--- src/rtl/ioport_pkg.sv ---
package ioport_pkg;

  localparam int unsigned PORT_W = 8;
  localparam int unsigned AUD_W  = 2;

  localparam logic [PORT_W-1:0] GRP_MASK   = 8'hC1;
  localparam logic [PORT_W-1:0] P_FM0      = 8'hF0;
  localparam logic [PORT_W-1:0] P_FM1      = 8'hF1;
  localparam logic [PORT_W-1:0] P_AUDIO    = 8'hF2;
  localparam logic [PORT_W-2:0] P_IOC_HI   = 7'h1F;  // 0x3E / 0x3F
  localparam logic [PORT_W-2:0] P_PADA_HI  = 7'h60;  // 0xC0 / 0xC1
  localparam logic [PORT_W-2:0] P_PADB_HI  = 7'h6E;  // 0xDC / 0xDD

  typedef enum logic [2:0] {
    GRP_IOCTL,
    GRP_VCNT,
    GRP_HCNT,
    GRP_VDATA,
    GRP_VCTRL,
    GRP_UPPER
  } grp_e;

  typedef struct packed {
    logic psg_wr;
    logic vdat_wr;
    logic vctl_wr;
    logic ioc_wr;
    logic fm_wr;
    logic vdat_rd;
    logic vctl_rd;
    logic fm_rd;
    logic pad_rd;
  } strobe_t;

  function automatic grp_e port_group(input logic [PORT_W-1:0] p);
    logic [PORT_W-1:0] m;
    m = p & GRP_MASK;
    case (m)
      8'h00, 8'h01: return GRP_IOCTL;
      8'h40:        return GRP_VCNT;
      8'h41:        return GRP_HCNT;
      8'h80:        return GRP_VDATA;
      8'h81:        return GRP_VCTRL;
      default:      return GRP_UPPER;
    endcase
  endfunction

endpackage

--- src/rtl/ioport_classify.sv ---
module ioport_classify
  import ioport_pkg::*;
(
  input  logic              jp_mode,
  input  logic              fm_en,
  input  logic              io_off,
  input  logic [PORT_W-1:0] port_addr,
  input  logic              wr_en,
  input  logic              rd_en,
  output grp_e              grp,
  output strobe_t           stb,
  output logic              aud_wr,
  output logic              aud_rd,
  output logic              rd_act
);

  logic wr_act;
  logic pad_hit;
  logic fm_port_jp;
  logic fm_port_def;

  assign wr_act      = wr_en;
  assign rd_act      = rd_en & ~wr_en;
  assign grp         = port_group(port_addr);
  assign pad_hit     = (port_addr[PORT_W-1:1] == P_PADA_HI) ||
                       (port_addr[PORT_W-1:1] == P_PADB_HI);
  assign fm_port_jp  = fm_en && ((port_addr == P_FM0) || (port_addr == P_FM1));
  assign fm_port_def = fm_en && !port_addr[2];

  always_comb begin
    stb    = '0;
    aud_wr = 1'b0;
    aud_rd = 1'b0;
    unique case (grp)
      GRP_IOCTL: begin
        if (wr_act)
          stb.ioc_wr = jp_mode ? (port_addr[PORT_W-1:1] == P_IOC_HI) : 1'b1;
      end
      GRP_VCNT, GRP_HCNT: begin
        stb.psg_wr = wr_act;
      end
      GRP_VDATA: begin
        stb.vdat_wr = wr_act;
        stb.vdat_rd = rd_act;
      end
      GRP_VCTRL: begin
        stb.vctl_wr = wr_act;
        stb.vctl_rd = rd_act;
      end
      default: begin
        if (jp_mode) begin
          stb.fm_wr  = wr_act && fm_port_jp;
          aud_wr     = wr_act && fm_en && (port_addr == P_AUDIO);
          aud_rd     = rd_act && (port_addr == P_AUDIO);
          stb.pad_rd = rd_act && pad_hit && !io_off;
        end else begin
          stb.fm_wr  = wr_act && fm_port_def;
          stb.fm_rd  = rd_act && fm_port_def;
          stb.pad_rd = rd_act && !io_off;
        end
      end
    endcase
  end

endmodule

--- src/rtl/ioport_audio_ctl.sv ---
module ioport_audio_ctl
  import ioport_pkg::*;
(
  input  logic             clk,
  input  logic             rst,
  input  logic             wr,
  input  logic [AUD_W-1:0] wdata,
  output logic [AUD_W-1:0] mix_q,
  output logic             psg_mute,
  output logic             fm_mute
);

  logic [AUD_W-1:0] mix_inc;

  always_ff @(posedge clk) begin
    if (rst)     mix_q <= '0;
    else if (wr) mix_q <= wdata;
  end

  // sound generator muted when (value + 1) has bit 1 set; FM muted when bit 0 clear
  assign mix_inc  = mix_q + 1'b1;
  assign psg_mute = mix_inc[1];
  assign fm_mute  = ~mix_q[0];

  p_mute_reset_r12: assert property (@(posedge clk) disable iff (rst)
    $past(rst) |-> (!psg_mute && fm_mute));

  p_mute_hold_r6: assert property (@(posedge clk) disable iff (rst)
    (!$past(rst) && !$past(wr)) |-> ($stable(psg_mute) && $stable(fm_mute)));

  p_both_on_r6: assert property (@(posedge clk) disable iff (rst)
    (!psg_mute && !fm_mute) |-> (mix_q == 2'b11));

endmodule

--- src/rtl/ioport_rdmux.sv ---
module ioport_rdmux
  import ioport_pkg::*;
#(
  parameter int unsigned DW = 8
) (
  input  grp_e             grp,
  input  strobe_t          stb,
  input  logic             aud_rd,
  input  logic [AUD_W-1:0] mix_q,
  input  logic [DW-1:0]    vcount_i,
  input  logic [DW-1:0]    hcount_i,
  input  logic [DW-1:0]    vid_data_i,
  input  logic [DW-1:0]    vid_stat_i,
  input  logic [DW-1:0]    fm_data_i,
  input  logic [DW-1:0]    pad_data_i,
  output logic [DW-1:0]    rd_value
);

  localparam logic [DW-1:0] ALL_ONES = '1;

  logic [DW-1:0] fm_term;
  logic [DW-1:0] pad_term;

  assign fm_term  = stb.fm_rd  ? fm_data_i  : ALL_ONES;
  assign pad_term = stb.pad_rd ? pad_data_i : ALL_ONES;

  always_comb begin
    unique case (grp)
      GRP_IOCTL: rd_value = ALL_ONES;
      GRP_VCNT:  rd_value = vcount_i;
      GRP_HCNT:  rd_value = hcount_i;
      GRP_VDATA: rd_value = vid_data_i;
      GRP_VCTRL: rd_value = vid_stat_i;
      default: begin
        if (aud_rd) rd_value = {{(DW-AUD_W){1'b0}}, mix_q};
        else        rd_value = ALL_ONES & fm_term & pad_term;
      end
    endcase
  end

endmodule

--- src/rtl/ioport_router.sv ---
module ioport_router
  import ioport_pkg::*;
#(
  parameter int unsigned DW = 8
) (
  input  logic          clk,
  input  logic          rst,
  input  logic          jp_mode,
  input  logic          fm_en,
  input  logic          io_off,
  input  logic [7:0]    port_addr,
  input  logic          wr_en,
  input  logic          rd_en,
  input  logic [DW-1:0] wr_data,
  input  logic [DW-1:0] vcount_i,
  input  logic [DW-1:0] hcount_i,
  input  logic [DW-1:0] vid_data_i,
  input  logic [DW-1:0] vid_stat_i,
  input  logic [DW-1:0] fm_data_i,
  input  logic [DW-1:0] pad_data_i,
  output logic          psg_wr_o,
  output logic          vid_data_wr_o,
  output logic          vid_ctrl_wr_o,
  output logic          ioctl_wr_o,
  output logic          fm_wr_o,
  output logic          vid_data_rd_o,
  output logic          vid_ctrl_rd_o,
  output logic          fm_rd_o,
  output logic          pad_rd_o,
  output logic          dev_lsb_o,
  output logic [DW-1:0] wr_data_o,
  output logic [DW-1:0] rd_data_o,
  output logic          psg_mute_o,
  output logic          fm_mute_o
);

  grp_e             grp;
  strobe_t          stb_d;
  strobe_t          stb_q;
  logic             aud_wr;
  logic             aud_rd;
  logic             rd_act;
  logic [AUD_W-1:0] mix_q;
  logic [DW-1:0]    rd_value;

  ioport_classify u_classify (
    .jp_mode   (jp_mode),
    .fm_en     (fm_en),
    .io_off    (io_off),
    .port_addr (port_addr),
    .wr_en     (wr_en),
    .rd_en     (rd_en),
    .grp       (grp),
    .stb       (stb_d),
    .aud_wr    (aud_wr),
    .aud_rd    (aud_rd),
    .rd_act    (rd_act)
  );

  ioport_audio_ctl u_audio (
    .clk      (clk),
    .rst      (rst),
    .wr       (aud_wr),
    .wdata    (wr_data[AUD_W-1:0]),
    .mix_q    (mix_q),
    .psg_mute (psg_mute_o),
    .fm_mute  (fm_mute_o)
  );

  ioport_rdmux #(.DW(DW)) u_rdmux (
    .grp        (grp),
    .stb        (stb_d),
    .aud_rd     (aud_rd),
    .mix_q      (mix_q),
    .vcount_i   (vcount_i),
    .hcount_i   (hcount_i),
    .vid_data_i (vid_data_i),
    .vid_stat_i (vid_stat_i),
    .fm_data_i  (fm_data_i),
    .pad_data_i (pad_data_i),
    .rd_value   (rd_value)
  );

  always_ff @(posedge clk) begin
    if (rst) begin
      stb_q     <= '0;
      dev_lsb_o <= 1'b0;
      wr_data_o <= '0;
      rd_data_o <= '1;
    end else begin
      stb_q     <= stb_d;
      dev_lsb_o <= port_addr[0];
      if (wr_en)  wr_data_o <= wr_data;
      if (rd_act) rd_data_o <= rd_value;
    end
  end

  assign psg_wr_o      = stb_q.psg_wr;
  assign vid_data_wr_o = stb_q.vdat_wr;
  assign vid_ctrl_wr_o = stb_q.vctl_wr;
  assign ioctl_wr_o    = stb_q.ioc_wr;
  assign fm_wr_o       = stb_q.fm_wr;
  assign vid_data_rd_o = stb_q.vdat_rd;
  assign vid_ctrl_rd_o = stb_q.vctl_rd;
  assign fm_rd_o       = stb_q.fm_rd;
  assign pad_rd_o      = stb_q.pad_rd;

  p_ioctl_jp_r3: assert property (@(posedge clk) disable iff (rst)
    ioctl_wr_o |-> (!$past(jp_mode) || ($past(port_addr[7:1]) == 7'h1F)));

  p_psg_from_write_r1: assert property (@(posedge clk) disable iff (rst)
    psg_wr_o |-> ($past(wr_en) && (($past(port_addr) & 8'hC0) == 8'h40)));

  p_wr_beats_rd_r11: assert property (@(posedge clk) disable iff (rst)
    (!$past(rst) && $past(wr_en) && $past(rd_en)) |->
      (!vid_data_rd_o && !vid_ctrl_rd_o && !fm_rd_o && !pad_rd_o && $stable(rd_data_o)));

  p_audio_read_r5: assert property (@(posedge clk) disable iff (rst)
    (!$past(rst) && $past(rd_en) && !$past(wr_en) && $past(jp_mode) &&
     ($past(port_addr) == 8'hF2)) |-> (rd_data_o[DW-1:AUD_W] == '0));

  p_rd_hold_r10: assert property (@(posedge clk) disable iff (rst)
    (!$past(rst) && !$past(rd_en)) |-> $stable(rd_data_o));

  p_one_write_r1: assert property (@(posedge clk) disable iff (rst)
    $onehot0({psg_wr_o, vid_data_wr_o, vid_ctrl_wr_o, ioctl_wr_o, fm_wr_o}));

endmodule

--- config.mk ---
export PLATFORM = sky130hd
export DESIGN_NAME = ioport_router
export DESIGN_NICKNAME = d
export VERILOG_FILES = /design/src/rtl/ioport_pkg.sv /design/src/rtl/ioport_classify.sv /design/src/rtl/ioport_audio_ctl.sv /design/src/rtl/ioport_rdmux.sv /design/src/rtl/ioport_router.sv
export SDC_FILE = /design/constraint.sdc
export NUM_CORES = 1
export LEC_CHECK = 0
export BUFFER_PORTS_ARGS = -buffer_cell sky130_fd_sc_hd__buf_2
export CORE_MARGIN = 2
export CORE_UTILIZATION = 42
export DETAILED_ROUTE_END_ITERATION = 10
export GPL_TIMING_DRIVEN = 0
export PLACE_DENSITY = 0.83
export SYNTH_ARGS = -nofsm -noshare
export SYNTH_HDL_FRONTEND = slang
export SYNTH_SLANG_ARGS = --single-unit
export TNS_END_PERCENT = 10
--- constraint.sdc ---
create_clock -name clk -period 1.94 [get_ports clk]
set_clock_uncertainty 0.1 [all_clocks]
set_input_delay 0.582 -clock clk [delete_from_list [all_inputs] [get_ports clk]]
set_output_delay 0.582 -clock clk [all_outputs]
set_load 0.005 [all_outputs]
==> impl_summary.md <==
Outcome
The flow ran to the end, and the final reports show no timing, DRC or antenna violations.

Layout
0 antenna diodes ended up in the layout. In the final layout, the multi-input gates occupy 871 um2. The area occupied by registers is 561 um2. The filler cell count in the final layout is 312. The growth of design area from synthesis to finish is 39.5%.

After routing the design area is 2100 um2. The fraction of layout instances using a drive strength above 1 is 0.429. At the end of the flow the core is filled with cells to 0.621. After the last flow step, the layout net total stands at 338.

Drt
The routed design has 4.49 mm of wire. The total number of vias is 1,677. The count of unresolved DRC violations after routing is 0. The via density per instance is 5.38. After detailed routing, the average wire length per cell comes to 14.4 um.

The first-pass detailed-route iteration total is 4. The count of antenna-violating nets left after detailed routing is 0. After the first detailed-routing iteration, the DRC count stood at 55.

Setup path
For the worst flop-to-flop path, the logic depth is 4. The largest delay contributor family on the critical path is flip-flops. The worst setup path is launched from a register. The number of buffers and inverters on the critical path is 1.

The terminus of the critical flop-to-flop path is rd_data_o[1]$_SDFFE_PP1N_. The critical path goes through xor2_1 -> buf_2. The critical setup path kind is register to output port. The launch point of the worst reg-to-reg path is u_audio.mix_q[1]$_SDFFE_PP0P_. Data on the critical path is required at its endpoint by 1.26 ns. The critical path arrival is 1.05 ns. The critical path starts at u_audio.mix_q[1]$_SDFFE_PP0P_. STA classifies the critical path endpoint as an output port. Across all register-to-register paths, the minimum setup slack is 0.94 ns. The maximum fanout along the worst path is 4. In this design, the stage delay of the slowest critical-path cell is 0.43 ns.

The slowest stage of the critical path belongs to the cell sky130_fd_sc_hd__dfxtp_1.

Global routing
The initial antenna violation count is 0. The number of global-route vias before repair is 1,699. The first-pass GRT wire length is 7.47 mm. The largest net degree at the start of global routing is 17.

The total grt overflow is 0. The combined global-route utilization of all metal layers is 0.229.

CTS
The number of hold buffers added after CTS is 0. The insertion delay to the later sink of the worst-skew pair is 0.33 ns. After clock tree synthesis, the setup repair step added 0 buffers. The buffer depth of the longest clock path is 2. The TritonCTS clock tree is yes.

CTS saw 28 sinks. Once the clock tree was built, the resizer swapped 0 gates to a different size. The clock transition at the register clock pins on the worst setup and hold paths after CTS is 0.16 ns. The number of H-tree levels is 1. The cell sitting at the root of the clock tree is a sky130_fd_sc_hd__clkbuf_4.

The number of buffers created by CTS is 3.

Worst hold path
The path class of the tightest hold or removal check is input port to register. For hold timing, the worst endpoint is pad_rd_o$_SDFF_PP0_. The startpoint identified for the worst hold timing path is rst. The number of cells on the worst hold path is 2.

Timing
The fmax is 0.578 GHz. Setup repair after global routing left no endpoint under its margin. In this run the tightest slew margin relative to its limit is 0.626. The number of hold-slack violations in the final timing report was 0. Summed over all failing endpoints, the final setup total negative slack is 0 ns. The slew at the pin closest to its max-slew limit is 0.560 ns. The final number of max-transition violations is 0. Setup violations remaining at the end of the flow were counted as 0. The share of the clock period used by the worst path is 0.893. The minimum period implied by the final worst setup slack is 1.73 ns.

Yosys
Dividing the synthesized area by the synthesized cell count gives 9.14 um2. Synthesis inferred 28 register bits. In this run the cell area of the synthesized design comes to 1510 um2. The total number of yosys warnings is 0.

The number of instances in the synthesized netlist is 165. The number of nets handed over by synthesis was 236. The post-synthesis cell type count is 40. Of the synthesized area, sequential elements account for 0.372.

Floorplan
During I/O placement, the number of pins put on the boundary was 99. The die height is 63.9 um. In this run the standard cell core region covers 3390 um2. The initialized floorplan defines 21 standard-cell rows. The die covers 4090 um2.

For this configuration, the core starts out at a cell density of 0.445. The die extent in x is 63.9 um.

Place
Once placement finished, the instance area stood at 2050 um2. The count of port buffers added during placement is 97. The estimated wirelength of the detail-placed design is 3.55 mm. At the end of routability-driven placement, the weighted congestion stood at 0.801.

Pwr
The power density over the cells is 595 nW/um2. Summing internal, switching and leakage power gives 1.25 mW. Across the VDD grid, the largest voltage drop is 0.400 mV. The analysis attributes to cell leakage a power of 0.996 nW.

Run
The tool flagged a number of max-cap violations equal to 0.
-- worst register-to-register path: stages (launching register included) --
cell and delay [ns]:
sky130_fd_sc_hd__dfxtp_1 0.43, sky130_fd_sc_hd__inv_1 0.06, sky130_fd_sc_hd__a31oi_1 0.12, sky130_fd_sc_hd__nor3_1 0.07, sky130_fd_sc_hd__a211oi_2 0.15
-- cell usage in the layout, fill, tap and decap left out, types with 5 or more instances in the layout --
cell type,instances
sky130_fd_sc_hd__nor3_1,5
sky130_fd_sc_hd__a21oi_1,8
sky130_fd_sc_hd__dfxtp_1,28
sky130_fd_sc_hd__nor2_1,12
sky130_fd_sc_hd__a211oi_1,7
sky130_fd_sc_hd__buf_2,101
sky130_fd_sc_hd__o21ai_0,14
sky130_fd_sc_hd__mux2i_1,26
-- layer usage --
layer | share of wire | global-route usage | up-vias
met2 | 0.50 | 0.432 | 91
met4 | 0.011 | 0.0516 | 0
li1 | - | - | 825
met5 | 0 | 0 | -
met3 | 0.094 | 0.0511 | 8
met1 | 0.39 | 0.260 | 753
-- per-stage QoR --
stage               worst slack [ns]  instances  hold slack (ns)
global route                   0.101        312            0.313
global placement             -0.0236        308            0.369
finish                         0.209        312            0.339
detailed placement           -0.0846        308            0.378
CTS                            0.204        312            0.327
floorplan                      0.293        165            0.385
-- synthesized netlist by cell type --
cell type                   number  share of area
sky130_fd_sc_hd__a2111oi_0       1         0.0058
sky130_fd_sc_hd__a2111oi_2       1          0.010
sky130_fd_sc_hd__a211oi_1        7          0.035
sky130_fd_sc_hd__a211oi_2        2          0.017
sky130_fd_sc_hd__a21oi_1         8          0.027
sky130_fd_sc_hd__a221o_1         1         0.0066
sky130_fd_sc_hd__a221oi_1        2          0.012
sky130_fd_sc_hd__a221oi_2        1          0.010
sky130_fd_sc_hd__a31oi_1         3          0.012
sky130_fd_sc_hd__and3_1          4          0.017
sky130_fd_sc_hd__and4_1          1         0.0058
sky130_fd_sc_hd__buf_1           2         0.0050
sky130_fd_sc_hd__buf_2           4          0.013
sky130_fd_sc_hd__buf_4           1         0.0050
sky130_fd_sc_hd__buf_6           1         0.0075
sky130_fd_sc_hd__clkbuf_1        4          0.010
sky130_fd_sc_hd__dfxtp_1        28           0.37
sky130_fd_sc_hd__inv_1           4          0.010
sky130_fd_sc_hd__mux2i_1        26           0.17
sky130_fd_sc_hd__nand2_1         3         0.0075
sky130_fd_sc_hd__nand2b_1        3          0.012
sky130_fd_sc_hd__nand3_1         2         0.0066
sky130_fd_sc_hd__nand4b_1        1         0.0058
sky130_fd_sc_hd__nor2_1         12          0.030
sky130_fd_sc_hd__nor2b_1         3          0.012
sky130_fd_sc_hd__nor3_1          5          0.017
sky130_fd_sc_hd__nor4_1          3          0.012
sky130_fd_sc_hd__nor4b_1         1         0.0058
sky130_fd_sc_hd__nor4b_4         1          0.016
sky130_fd_sc_hd__o211ai_1        4          0.020
sky130_fd_sc_hd__o21ai_0        14          0.046
sky130_fd_sc_hd__o21ai_1         1         0.0033
sky130_fd_sc_hd__o21ai_2         1         0.0058
sky130_fd_sc_hd__o21bai_1        1         0.0050
sky130_fd_sc_hd__o221ai_1        1         0.0058
sky130_fd_sc_hd__o22a_1          1         0.0058
sky130_fd_sc_hd__o22ai_1         4          0.017
sky130_fd_sc_hd__or2_2           1         0.0042
sky130_fd_sc_hd__or3_1           1         0.0042
sky130_fd_sc_hd__xor2_1          1         0.0058
-- how the worst max path moves through the flow --
stage	endpoint	slack [ns]	cells after the start
floorplan	rd_data_o[5]$_SDFFE_PP1N_	0.29	5
global placement	rd_data_o[3]$_SDFFE_PP1N_	-0.02	6
detailed placement	rd_data_o[3]$_SDFFE_PP1N_	-0.08	6
CTS	psg_mute_o	0.20	2
global route	psg_mute_o	0.10	2
finish	psg_mute_o	0.21	2
-- where the power goes --
part,total (mW),switching (mW),internal [mW]
sequential,0.609,0.0104,0.599
combinational,0.256,0.128,0.128
clock,0.388,0.179,0.209
total,1.25,0.317,0.935
-- final cells by class --
cell class / instances / area share
multi-input combinational: 121 / 0.414
sequential: 28 / 0.267
timing repair buffer: 97 / 0.231
buffer: 12 / 0.0291
tap: 46 / 0.0274
clock inverter: 1 / 0.0143
clock buffer: 3 / 0.0107
inverter: 4 / 0.00714
-- state kept, by name, summed over array words and instances, names as in the netlist --
name,count
rd_data_o,8
wr_data_o,8
u_audio.mix_q,2
dev_lsb_o,1
fm_rd_o,1
fm_wr_o,1
ioctl_wr_o,1
pad_rd_o,1
psg_wr_o,1
vid_ctrl_rd_o,1
vid_ctrl_wr_o,1
vid_data_rd_o,1
vid_data_wr_o,1
-- logic make-up (layout without fill, tap and decap cells) --
logic type,Yosys count,after routing,synth area share
AOI/OAI and AO/OA,53,53,0.243
xor gates and xnor gates,1,1,0.00581
buffers and inverters,16,117,0.0506
DFF,28,28,0.372
muxes,26,26,0.173
and+or+nand+nor,41,41,0.156
(Power assumes the default switching activity.)
